File: src/rtl/idle_ack_agent.sv
module idle_ack_agent #(
  parameter int NIRQ = 2
) (
  input  logic            clk,
  input  logic            rst_n,
  input  logic            cfg_we,
  input  logic            cfg_sel,
  input  logic [4:0]      cfg_wdata,
  input  logic            idle_req,
  input  logic            bus_busy,
  input  logic [NIRQ-1:0] irq_pend,
  input  logic [NIRQ-1:0] irq_evt,
  output logic            idle_ack,
  output logic            wake_req
);

  localparam logic [1:0] M_FORCE = 2'b00;
  localparam logic [1:0] M_NEVER = 2'b01;
  localparam logic [1:0] M_WAKE  = 2'b11;

  logic [1:0]      mode;
  logic [NIRQ-1:0] wake_en;
  logic            quiet, grant, wake_hit;
  logic            unused_bit;

  assign unused_bit = cfg_wdata[2];
  assign quiet      = !bus_busy && (irq_pend == '0);
  assign grant      = (mode == M_FORCE) || (mode[1] && quiet);
  assign wake_hit   = idle_ack && |(irq_evt & wake_en);

  always_ff @(posedge clk or negedge rst_n) begin
    if (!rst_n) begin
      mode    <= M_FORCE;
      wake_en <= '0;
    end else if (cfg_we) begin
      if (cfg_sel) wake_en <= cfg_wdata[NIRQ-1:0];
      else         mode    <= cfg_wdata[4:3];
    end
  end

  always_ff @(posedge clk or negedge rst_n) begin
    if (!rst_n) begin
      idle_ack <= 1'b0;
      wake_req <= 1'b0;
    end else begin
      idle_ack <= idle_req && (idle_ack || grant);
      wake_req <= idle_req && (mode == M_WAKE) && (wake_req || wake_hit);
    end
  end

  a_r2_force_ack: assert property (@(posedge clk) disable iff (!rst_n)
    (idle_req && mode == M_FORCE) |=> idle_ack);
  a_r3_never_ack: assert property (@(posedge clk) disable iff (!rst_n)
    (mode == M_NEVER && !idle_ack) |=> !idle_ack);
  a_r4_busy_holds: assert property (@(posedge clk) disable iff (!rst_n)
    (mode[1] && !idle_ack && (bus_busy || irq_pend != '0)) |=> !idle_ack);
  a_r5_ack_sticky: assert property (@(posedge clk) disable iff (!rst_n)
    (idle_ack && idle_req) |=> idle_ack);
  a_r6_release: assert property (@(posedge clk) disable iff (!rst_n)
    !idle_req |=> (!idle_ack && !wake_req));
  a_r7_wake_needs_ack: assert property (@(posedge clk) disable iff (!rst_n)
    wake_req |-> idle_ack);
  a_r8_wake_mode: assert property (@(posedge clk) disable iff (!rst_n)
    $rose(wake_req) |-> $past(mode) == M_WAKE);

endmodule

File: config.mk
export PLATFORM = sky130hd
export DESIGN_NAME = idle_ack_agent
export DESIGN_NICKNAME = d
export VERILOG_FILES = /design/src/rtl/idle_ack_agent.sv
export SDC_FILE = /design/constraint.sdc
export NUM_CORES = 1
export LEC_CHECK = 0
export BUFFER_PORTS_ARGS = -buffer_cell sky130_fd_sc_hd__buf_2
export CELL_PAD_IN_SITES_DETAIL_PLACEMENT = 0
export CELL_PAD_IN_SITES_GLOBAL_PLACEMENT = 1
export CORE_AREA = 2 2 39 41
export DETAILED_ROUTE_END_ITERATION = 8
export DIE_AREA = 0 0 41 43
export GPL_ROUTABILITY_DRIVEN = 0
export GPL_TIMING_DRIVEN = 0
export HOLD_SLACK_MARGIN = 0.06
export PLACE_DENSITY = 0.61
export SLEW_MARGIN = 15
export SYNTH_ARGS = -nofsm -noshare
export SYNTH_HDL_FRONTEND = slang
export SYNTH_SLANG_ARGS = --single-unit
File: constraint.sdc
create_clock -name clk -period 0.82 [get_ports clk]
set_input_delay 0.164 -clock clk [delete_from_list [all_inputs] [get_ports clk]]
set_output_delay 0.164 -clock clk [all_outputs]
set_load 0.05 [all_outputs]
# Word level (Yosys, flattened, before mapping)
# Index checks and enable logic that the tools add are counted.
[word_totals]
reg_bits = 6
inputBits = 15
output_inout_bits = 2
wordCells = 22
[classes]
eq_ne = 1
bitwise_logic = 2
n_reduce_logical = 15
[op_table]
columns = ["operator", "count"]
rows = [
  ["$logic_and 1x1->1", 6],
  ["$logic_not 2->1", 2],
  ["$reduce_and 2->1", 2],
  ["$logic_or 1x1->1", 3],
  ["$and 2x2->2", 1],
  ["$eq 2x2->1 const B", 1],
  ["$reduce_or 2->1", 1],
  ["$logic_not 1->1", 1],
  ["$not 1->1", 1],
]

# Depth between registers and ports, before layout
# Gate-level depths: netlist of the first run.
[logic_depth]
word_depth = 6
depth_mapped = 2
mapped_depth_nobuf = 2

# Worst setup path after synthesis of the first run
# Ideal clock, no wire load.
[synth_timing]
kind = "reg-to-reg"
startpoint = "register idle_ack"
endpoint = "register idle_ack"
setup_time_ns = 0.124
t_arrival_ns = 0.899
required_ns = 0.696
setup_slack_ns = -0.203
stages_incl_launch_ff = 2
path_buffers = 0
period_less_slack_ns = 1.023
path_cell_list = "dfrtp_1 -> o31a_1"
[synth_between]
elab_chain_len = 2
[synth_lines]
columns = ["item", "line_no", "rtl"]
rows = [
  ["start, declared", "13", "output logic idle_ack,"],
  ["start signal, assigned", "46", "idle_ack <= idle_req && (idle_ack || grant);"],
  ["$logic_or 1x1->1", "46", ""],
  ["$logic_and 1x1->1", "46", ""],
]
# Every way passes these cells.
# A chain may end at the register's enable or synchronous reset.

# Worst setup path in the final report of the first run
[layout_timing]
startpoint = "register idle_ack"
endpoint = "output port idle_ack"
# No word-level cell between the ends.

==> impl_metrics.py, run 1 <==
metrics = {
    "placement": {
        "dp_slack_ns": -0.1074,
        "portBuffers": 15,
    },
    "detailed_routing": {
        "via_per_inst": 4.053,
        "dr.first_iter.drc_count": 1,
        "via_count": 231,
        "postRouteAntennaNets": 0,
        "first_pass_iters": 2,
        "wl_per_cell_um": 11.14,
        "wirelength_um": 635,
        "drc": 0,
    },
    "clock_tree": {
        "clk_latency_ns": 0.24,
        "cts_root_buffer": "clkbuf_4",
        "cts_tree": "built",
        "clk_transition_reported_paths_ns": 0.05,
        "h-tree-depth": 1,
        "cts_max_path_buffers": 2,
        "numCtsBuffers": 3,
        "cts.sinks": 6,
    },
    "setup_path": {
        "crit_arrival_ns": 0.82,
        "start_kind": "flip-flop",
        "max_stage_delay_ns": 0.41,
        "cp_max_fo": 2,
        "crit_chain": "buf_6",
        "setup.worst_path.end_class": "primary output",
        "crit_slowest_cell": "dfrtp_2",
        "crit_type": "flip-flop to primary output",
        "cp_data_required_time_ns": 0.66,
        "critPathTopFamily": "flip-flops",
        "cp_num_buf_inv": 1,
    },
    "yosys": {
        "synthMuxAreaShare": 0.1981,
        "avgSynthCellArea_um2": 14.74,
        "syn_inst": 18,
        "netlist_area_um2": 265.3,
        "synth_xor_area_frac": 0,
        "synth_nets": 33,
        "yosys_register_bits": 6,
        "synth_top_family_by_area": "multiplexers",
        "synthAdderAreaFrac": 0,
        "synth_top_area_cell": "dfrtp_1",
        "synth-simple-area-share": 0.1368,
        "synth_compound_area_frac": 0.09906,
        "ys.warnings.count": 0,
        "ys_types": 10,
        "synthDominantCellAreaShare": 0.5660,
        "ys_seq_area_frac": 0.5660,
        "netlist_top_cells_area": "dfrtp_1, mux2_4, mux2_2, nor2b_4, a221oi_1",
    },
    "power_and_ir_drop": {
        "p_per_area_nw_per_um2": 1860,
        "power.total_mw": 0.8587,
        "p_leak_nw": 0.2202,
        "peakVddDrop_mv": 0.7217,
    },
    "grt": {
        "grt_start_max_net_pins": 7,
        "grt_first_pass_wirelength_um": 986,
        "overflow": 0,
        "antenna_found_initial": 0,
        "grt_pass1_vias": 247,
        "grt_usage": 0.09173,
    },
    "sta": {
        "setup_viol": 4,
        "tightest_slew_ns": 0.1864,
        "skew_ns": 0.009044,
        "tns_ns": -0.4863,
        "max_freq_mhz": 1021,
        "drv_slew": 0,
        "hold_violations": 0,
        "final_min_period_over_clock_period": 1.195,
        "rsz0062_at_grt": "true",
        "worst_slack_ns": -0.1598,
        "period_minus_slack_ns": 0.9798,
        "timing.hold.ws_ns": 0.1535,
        "slew-limit-headroom": 0.8757,
    },
    "final_layout": {
        "diodes": 0,
        "seq_area_um2": 152.6,
        "layout-drive-gt1-share": 0.7805,
        "num-fill-cells": 140,
        "layout.nets": 57,
        "multi_input_area_um2": 142.6,
        "syn_to_final_growth_pct": 74.06,
        "utilization": 0.3336,
    },
    "floorplan": {
        "initial_utilization": 0.1917,
        "fp.dieH_um": 43,
        "dieArea_um2": 1763,
        "ioPinCount": 17,
        "chipWidth_um": 41,
        "core-area_um2": 1384,
        "core.rowCount": 14,
    },
    "status": {
        "violations": "negative setup slack",
        "status": "finished, violations left",
    },
    "worst_hold_path": {
        "min_path_type": "primary input to flip-flop",
    },
    "job": {
        "drv_cap": 0,
    },
}
[area by class of cell]
| type | instances | share of cell area |
|---|---|---|
| clock buffers | 4 | 0.05691 |
| flip-flops and latches | 6 | 0.3306 |
| repair buffers | 19 | 0.2602 |
| well taps | 16 | 0.04336 |
| multi-input cells | 12 | 0.3089 |
[sequential cells by signal (all words and copies together), names as in the netlist]
signal / cells
mode: 2
wake_en: 2
idle_ack: 1
wake_req: 1
[logic make-up after synthesis]
logic type / Yosys count
flops: 6
simple gates: 5
compound gates: 3
mux: 4
[power breakdown]
group	total (mW)	switching [mW]	internal, mW
combinational	0.202	0.0828	0.119
clock	0.290	0.105	0.184
sequential	0.367	0.0314	0.336
total	0.859	0.220	0.639
[synth_stat cells]
cell type  number
a221oi_1        1
nand2_2         1
o2111ai_1       1
nor4b_1         1
nor2_1          2
mux2_4          2
mux2_2          2
nor2b_4         1
o31a_1          1
dfrtp_1         6
[layout by cell type, fill, tap and decap left out]
| master | instances |
|---|---|
| a221oi_2 | 1 |
| buf_2 | 13 |
| buf_4 | 3 |
| buf_6 | 2 |
| clkbuf_1 | 1 |
| clkbuf_4 | 3 |
| dfrtp_1 | 4 |
| dfrtp_2 | 2 |
| dlygate4sd3_1 | 1 |
| mux2_2 | 2 |
| mux2_4 | 2 |
| nand2_2 | 1 |
| nor2_1 | 2 |
| nor2b_4 | 1 |
| nor4b_4 | 1 |
| o2111ai_2 | 1 |
| o31a_1 | 1 |
[routing by layer]
layer  up-vias  track usage  share of wire  wire, µm
li1        114            -              -         -
met1       101       0.1042           0.46       294
met2        16       0.1281           0.41       263
met3         0      0.04712           0.12        77
met4         0      0.06000              0         0
met5         -            0              0         0
[repair_timing]
| action | 4_1_cts | 5_1_grt |
|---|---|---|
| setup endpoints to repair | 3 | 5 |
| buffers inserted | 2 | 1 |
| hold buffers | 1 | 0 |
| endpoints found under the hold margin | 6 | 0 |
| pin swaps | 0 | 1 |
| resized for setup | 4 | 3 |
[through the flow]
step,instances,cell area [µm²]
6_report,57,461.7
5_1_grt,57,461.7
4_1_cts,56,432.9
2_1_floorplan,18,274.0
3_5_place_dp,49,369.1
3_3_place_gp,49,369.1
[path summary, 6_finish.rpt]
check | start | to | slack, ns | cells past startpoint
hold / removal | cfg_wdata[0] | wake_en[0] | 0.15 | 2
hold reg to reg | wake_en[1] | wake_req | 0.52 | 2
min in group asynchronous | rst_n | wake_en[0] | 0.27 | 2
setup / recovery | idle_ack | idle_ack | -0.16 | 1
max in group asynchronous | rst_n | idle_ack | 0.39 | 2
setup reg to reg | mode[1] | idle_ack | -0.09 | 2
Note: power is estimated with default switching activity, not from simulation.
==> inputs of run 2 (changes only) <==
CTS_CLUSTER_DIAMETER = 30   (was default)
PLACE_DENSITY = default   (was 0.61)
PLACE_DENSITY_LB_ADDON = 0.1   (was default)
==> run 2 against run 1 <==
  * Die area unchanged
  * Clock-buffer cell count decreased by 1
  * Clock skew fell by 0.0052 ns
  * Worst setup slack better by 0.011 ns
  * The run still ends with negative setup slack left
  * Cell count fell by 1.8%
  * Total power decreased by 1.4%
  * Highest routed layer unchanged
  * Non-clock buffer count stayed put
  * Routed wire length grew 4.7%
==> impl_metrics.py, run 2 (synthesized netlist as in run 1, its figures left out) <==
metrics = {
    "sta": {
        "tightest_slew_ns": 0.1790,
        "hold_violations": 0,
        "worst_slack_ns": -0.1490,
        "max_freq_mhz": 1032,
        "setup_viol": 4,
        "skew_ns": 0.003894,
        "period_minus_slack_ns": 0.9690,
        "slew-limit-headroom": 0.8802,
        "rsz0062_at_grt": "true",
        "timing.hold.ws_ns": 0.1502,
        "drv_slew": 0,
        "final_min_period_over_clock_period": 1.182,
    },
    "floorplan": {
        "ioPinCount": 17,
        "fp.dieH_um": 43,
        "chipWidth_um": 41,
        "core.rowCount": 14,
        "core-area_um2": 1384,
        "dieArea_um2": 1763,
        "initial_utilization": 0.1917,
    },
    "grt": {
        "overflow": 0,
        "grt_first_pass_wirelength_um": 1262,
        "grt_start_max_net_pins": 7,
        "grt_usage": 0.1153,
        "antenna_found_initial": 0,
        "grt_pass1_vias": 311,
    },
    "power_and_ir_drop": {
        "switching_share": 0.2612,
        "p_per_area_nw_per_um2": 1835,
        "p_leak_nw": 0.2208,
        "pwr-share-comb": 0.245,
        "p_int_mw": 0.6257,
        "p_sw_mw": 0.2213,
        "power_frac_clock": 0.320,
        "power_frac_seq": 0.435,
        "peakVddDrop_mv": 0.8545,
    },
    "setup_path": {
        "setup.worst_path.end_class": "primary output",
        "cp_max_fo": 2,
        "cp_num_buf_inv": 1,
        "crit_type": "flip-flop to primary output",
        "critPathTopFamily": "flip-flops",
        "cp_data_required_time_ns": 0.66,
        "start_kind": "flip-flop",
        "max_stage_delay_ns": 0.41,
        "crit_arrival_ns": 0.81,
        "crit_slowest_cell": "dfrtp_2",
        "crit_chain": "buf_8",
    },
    "job": {
        "drv_cap": 0,
    },
    "detailed_routing": {
        "drc": 0,
        "postRouteAntennaNets": 0,
        "dr.first_iter.drc_count": 0,
        "via_per_inst": 4.357,
        "wl_per_cell_um": 11.88,
        "via_count": 244,
        "wirelength_um": 665,
        "first_pass_iters": 1,
    },
    "clock_tree": {
        "clk_latency_ns": 0.24,
        "cts.sinks": 6,
        "numCtsBuffers": 3,
        "h-tree-depth": 1,
        "cts_max_path_buffers": 2,
        "cts_tree": "built",
        "clk_transition_reported_paths_ns": 0.05,
        "cts_root_buffer": "clkbuf_4",
    },
    "final_layout": {
        "num-fill-cells": 152,
        "diodes": 0,
        "layout_common_cells": "buf_2, dfrtp_1, clkbuf_4, buf_4",
        "layout-drive-gt1-share": 0.8000,
        "seq_area_um2": 152.6,
        "layout.nets": 57,
        "syn_to_final_growth_pct": 74.06,
        "layout_commonest_cell": "buf_2",
        "multi_input_area_um2": 142.6,
        "top_regs": "mode x2, wake_en x2",
        "utilization": 0.3336,
    },
    "status": {
        "violations": "negative setup slack",
        "status": "finished, violations left",
    },
    "worst_hold_path": {
        "min_path_type": "primary input to flip-flop",
    },
    "placement": {
        "portBuffers": 15,
    },
}
## run 2: area by class of cell
type | instances | area share
Clock buffer | 3 | 0.04878
Timing Repair Buffer | 19 | 0.2683
Tap cell | 16 | 0.04336
Sequential cell | 6 | 0.3306
Multi-Input combinational cell | 12 | 0.3089
## run 2: power by group through the flow
stage	Sequential, mW	Clock [mW]	Combinational [mW]
2_1_floorplan	0.390	0	0.0685
3_3_place_gp	0.370	0	0.148
3_5_place_dp	0.371	0	0.153
4_1_cts	0.371	0.284	0.198
5_1_grt	0.375	0.316	0.225
6_report	0.369	0.271	0.208
## run 2: worst paths after layout
| kind | startpoint | slack [ns] | to | depth (start not counted) |
|---|---|---|---|---|
| max in group asynchronous | rst_n | 0.37 | idle_ack | 2 |
| max reg2reg | idle_ack | -0.12 | idle_ack | 2 |
| min reg2reg | wake_en[1] | 0.53 | wake_en[1] | 1 |
| max | idle_ack | -0.15 | idle_ack | 1 |
| min in group asynchronous | rst_n | 0.28 | wake_en[1] | 2 |
| min | cfg_wdata[1] | 0.15 | wake_en[1] | 2 |
## run 2: timing repair
action,4_1_cts,5_1_grt
gates cloned,0,0
pin swaps,2,2
hold buffers,1,0
setup buffers,2,1
hold endpoints to repair,6,0
gates resized for setup,8,0
setup endpoints to repair,4,5
## run 2: per-layer routing
layer / global-route usage / part of all wire
met1: 0.09211 / 0.32
met2: 0.1938 / 0.62
met3: 0.06283 / 0.063
met4: 0.08000 / 0
met5: 0 / 0
## run 2: stage by stage
step	power (mW)	instances	setup TNS [ns]	setup WS [ns]	instance area, µm²
6_report	0.8470	56	-0.5047	-0.1490	461.7
5_1_grt	0.9160	56	-0.6520	-0.1835	461.7
4_1_cts	0.8533	55	-0.5192	-0.1589	454.2
3_5_place_dp	0.5239	49	-0.2201	-0.1200	369.1
3_3_place_gp	0.5185	49	-0.1751	-0.1009	369.1
2_1_floorplan	0.4589	18	-0.1418	-0.07250	274.0
==> inputs of run 3 (changes only) <==
CELL_PAD_IN_SITES_DETAIL_PLACEMENT = default   (was 0)
CELL_PAD_IN_SITES_GLOBAL_PLACEMENT = default   (was 1)
PLACE_DENSITY_LB_ADDON = default   (was 0.1)
==> run 3 against run 2 <==
  * The flow still finishes with violations (negative setup slack)
  * Clock skew down 0.0020 ns
  * Cell count is 3.6% higher
  * Clock-buffer cell count is 1 higher
  * Hold slack improved by 0.0042 ns
  * Die area did not move
  * Critical endpoint unchanged
  * Largest cell class unchanged
==> impl_metrics.py, run 3 (synthesized netlist as in run 1, its figures left out) <==
metrics = {
    "detailed_routing": {
        "drc": 0,
        "wirelength_um": 675,
        "postRouteAntennaNets": 0,
        "wl_per_cell_um": 11.64,
        "first_pass_iters": 3,
        "via_per_inst": 4.241,
        "dr.first_iter.drc_count": 2,
        "via_count": 246,
    },
    "clock_tree": {
        "h-tree-depth": 1,
        "cts_root_buffer": "clkbuf_4",
        "numCtsBuffers": 3,
        "cts.sinks": 6,
        "cts_max_path_buffers": 2,
        "clk_latency_ns": 0.24,
        "cts_tree": "built",
        "clk_transition_reported_paths_ns": 0.05,
    },
    "power_and_ir_drop": {
        "p_per_area_nw_per_um2": 1868,
        "peakVddDrop_mv": 0.7269,
        "p_leak_nw": 0.2263,
        "power.total_mw": 0.8835,
    },
    "sta": {
        "skew_ns": 0.001925,
        "rsz0062_at_grt": "true",
        "period_minus_slack_ns": 0.9683,
        "tightest_slew_ns": 0.2020,
        "max_freq_mhz": 1033,
        "setup_viol": 5,
        "final_min_period_over_clock_period": 1.181,
        "hold_violations": 0,
        "drv_slew": 0,
        "worst_slack_ns": -0.1483,
        "slew-limit-headroom": 0.8654,
    },
    "status": {
        "violations": "negative setup slack",
        "status": "finished, violations left",
    },
    "floorplan": {
        "initial_utilization": 0.1917,
        "ioPinCount": 17,
        "chipWidth_um": 41,
        "core.rowCount": 14,
        "dieArea_um2": 1763,
        "fp.dieH_um": 43,
        "core-area_um2": 1384,
    },
    "final_layout": {
        "seq_area_um2": 152.6,
        "multi_input_area_um2": 142.6,
        "layout_common_cells": "buf_2, dfrtp_1, buf_4",
        "layout.nets": 58,
        "num-fill-cells": 151,
        "layout-drive-gt1-share": 0.7857,
        "layout_commonest_cell": "buf_2",
        "diodes": 0,
        "syn_to_final_growth_pct": 78.30,
        "top_regs": "mode x2, wake_en x2",
    },
    "grt": {
        "grt_first_pass_wirelength_um": 917,
        "grt_pass1_vias": 248,
        "antenna_found_initial": 0,
        "grt_start_max_net_pins": 7,
        "overflow": 0,
        "grt_usage": 0.08696,
    },
    "setup_path": {
        "crit_arrival_ns": 0.80,
        "crit_type": "flip-flop to primary output",
        "setup.worst_path.end_class": "primary output",
        "cp_num_buf_inv": 1,
        "cp_data_required_time_ns": 0.66,
        "cp_max_fo": 2,
        "max_stage_delay_ns": 0.41,
        "crit_slowest_cell": "dfrtp_2",
        "start_kind": "flip-flop",
        "crit_chain": "buf_8",
        "critPathTopFamily": "flip-flops",
    },
    "placement": {
        "portBuffers": 15,
        "dp_slack_ns": -0.1084,
    },
    "job": {
        "drv_cap": 0,
    },
    "worst_hold_path": {
        "min_path_type": "primary input to flip-flop",
    },
}
-- run 3: cell types whose count changed in the layout (fill, tap and decap cells not counted) --
cell / before / now
clkbuf_1: 0 / 1
buf_4: 3 / 4
-- run 3: timing repair --
| action | in CTS | in global routing |
|---|---|---|
| setup buffers | 3 | 1 |
| endpoints found under the hold margin | 6 | 0 |
| resized for setup | 5 | 3 |
| pin swaps | 0 | 1 |
| setup endpoints to repair | 3 | 5 |
| hold buffers | 1 | 0 |
-- run 3: layout make-up --
class / instances / share of cell area
Timing Repair Buffer: 20 / 0.2778
Clock buffer: 4 / 0.05556
Multi-Input combinational cell: 12 / 0.3016
Sequential cell: 6 / 0.3228
Tap cell: 16 / 0.04233
-- run 3: routing by layer --
layer,share of wire,GRT usage
met1,0.38,0.09868
met2,0.49,0.1094
met3,0.11,0.04712
met4,0.013,0.08000
met5,0,0
-- run 3: path summary, 6_finish.rpt --
kind	startpoint	endpoint	slack (ns)	cells past startpoint
setup / recovery	idle_ack	idle_ack	-0.15	1
hold / removal	cfg_wdata[0]	wake_en[0]	0.15	2
setup reg to reg	mode[1]	idle_ack	-0.09	2
min in group asynchronous	rst_n	wake_en[0]	0.27	2
max in group asynchronous	rst_n	idle_ack	0.39	2
hold reg to reg	wake_en[0]	wake_en[0]	0.53	1
-- run 3: where the power goes --
group          switching (mW)  total (mW)  internal [mW]
Combinational          0.0872       0.220          0.133
Sequential             0.0309       0.367          0.336
Clock                   0.112       0.297          0.185
-- run 3: metrics by stage --
step           instance area [µm²]  hold slack (ns)  std cells    util  TNS (ns)
2_1_floorplan                274.0          -0.1316         18       -   -0.1418
3_3_place_gp                 369.1        -0.005296         49  0.2667   -0.2052
3_5_place_dp                 369.1        -0.004164         49  0.2667   -0.2198
4_1_cts                      444.2           0.1396         57  0.3210   -0.5855
5_1_grt                      473.0           0.1412         58  0.3418   -0.7199
6_report                     473.0           0.1544         58  0.3418   -0.5436
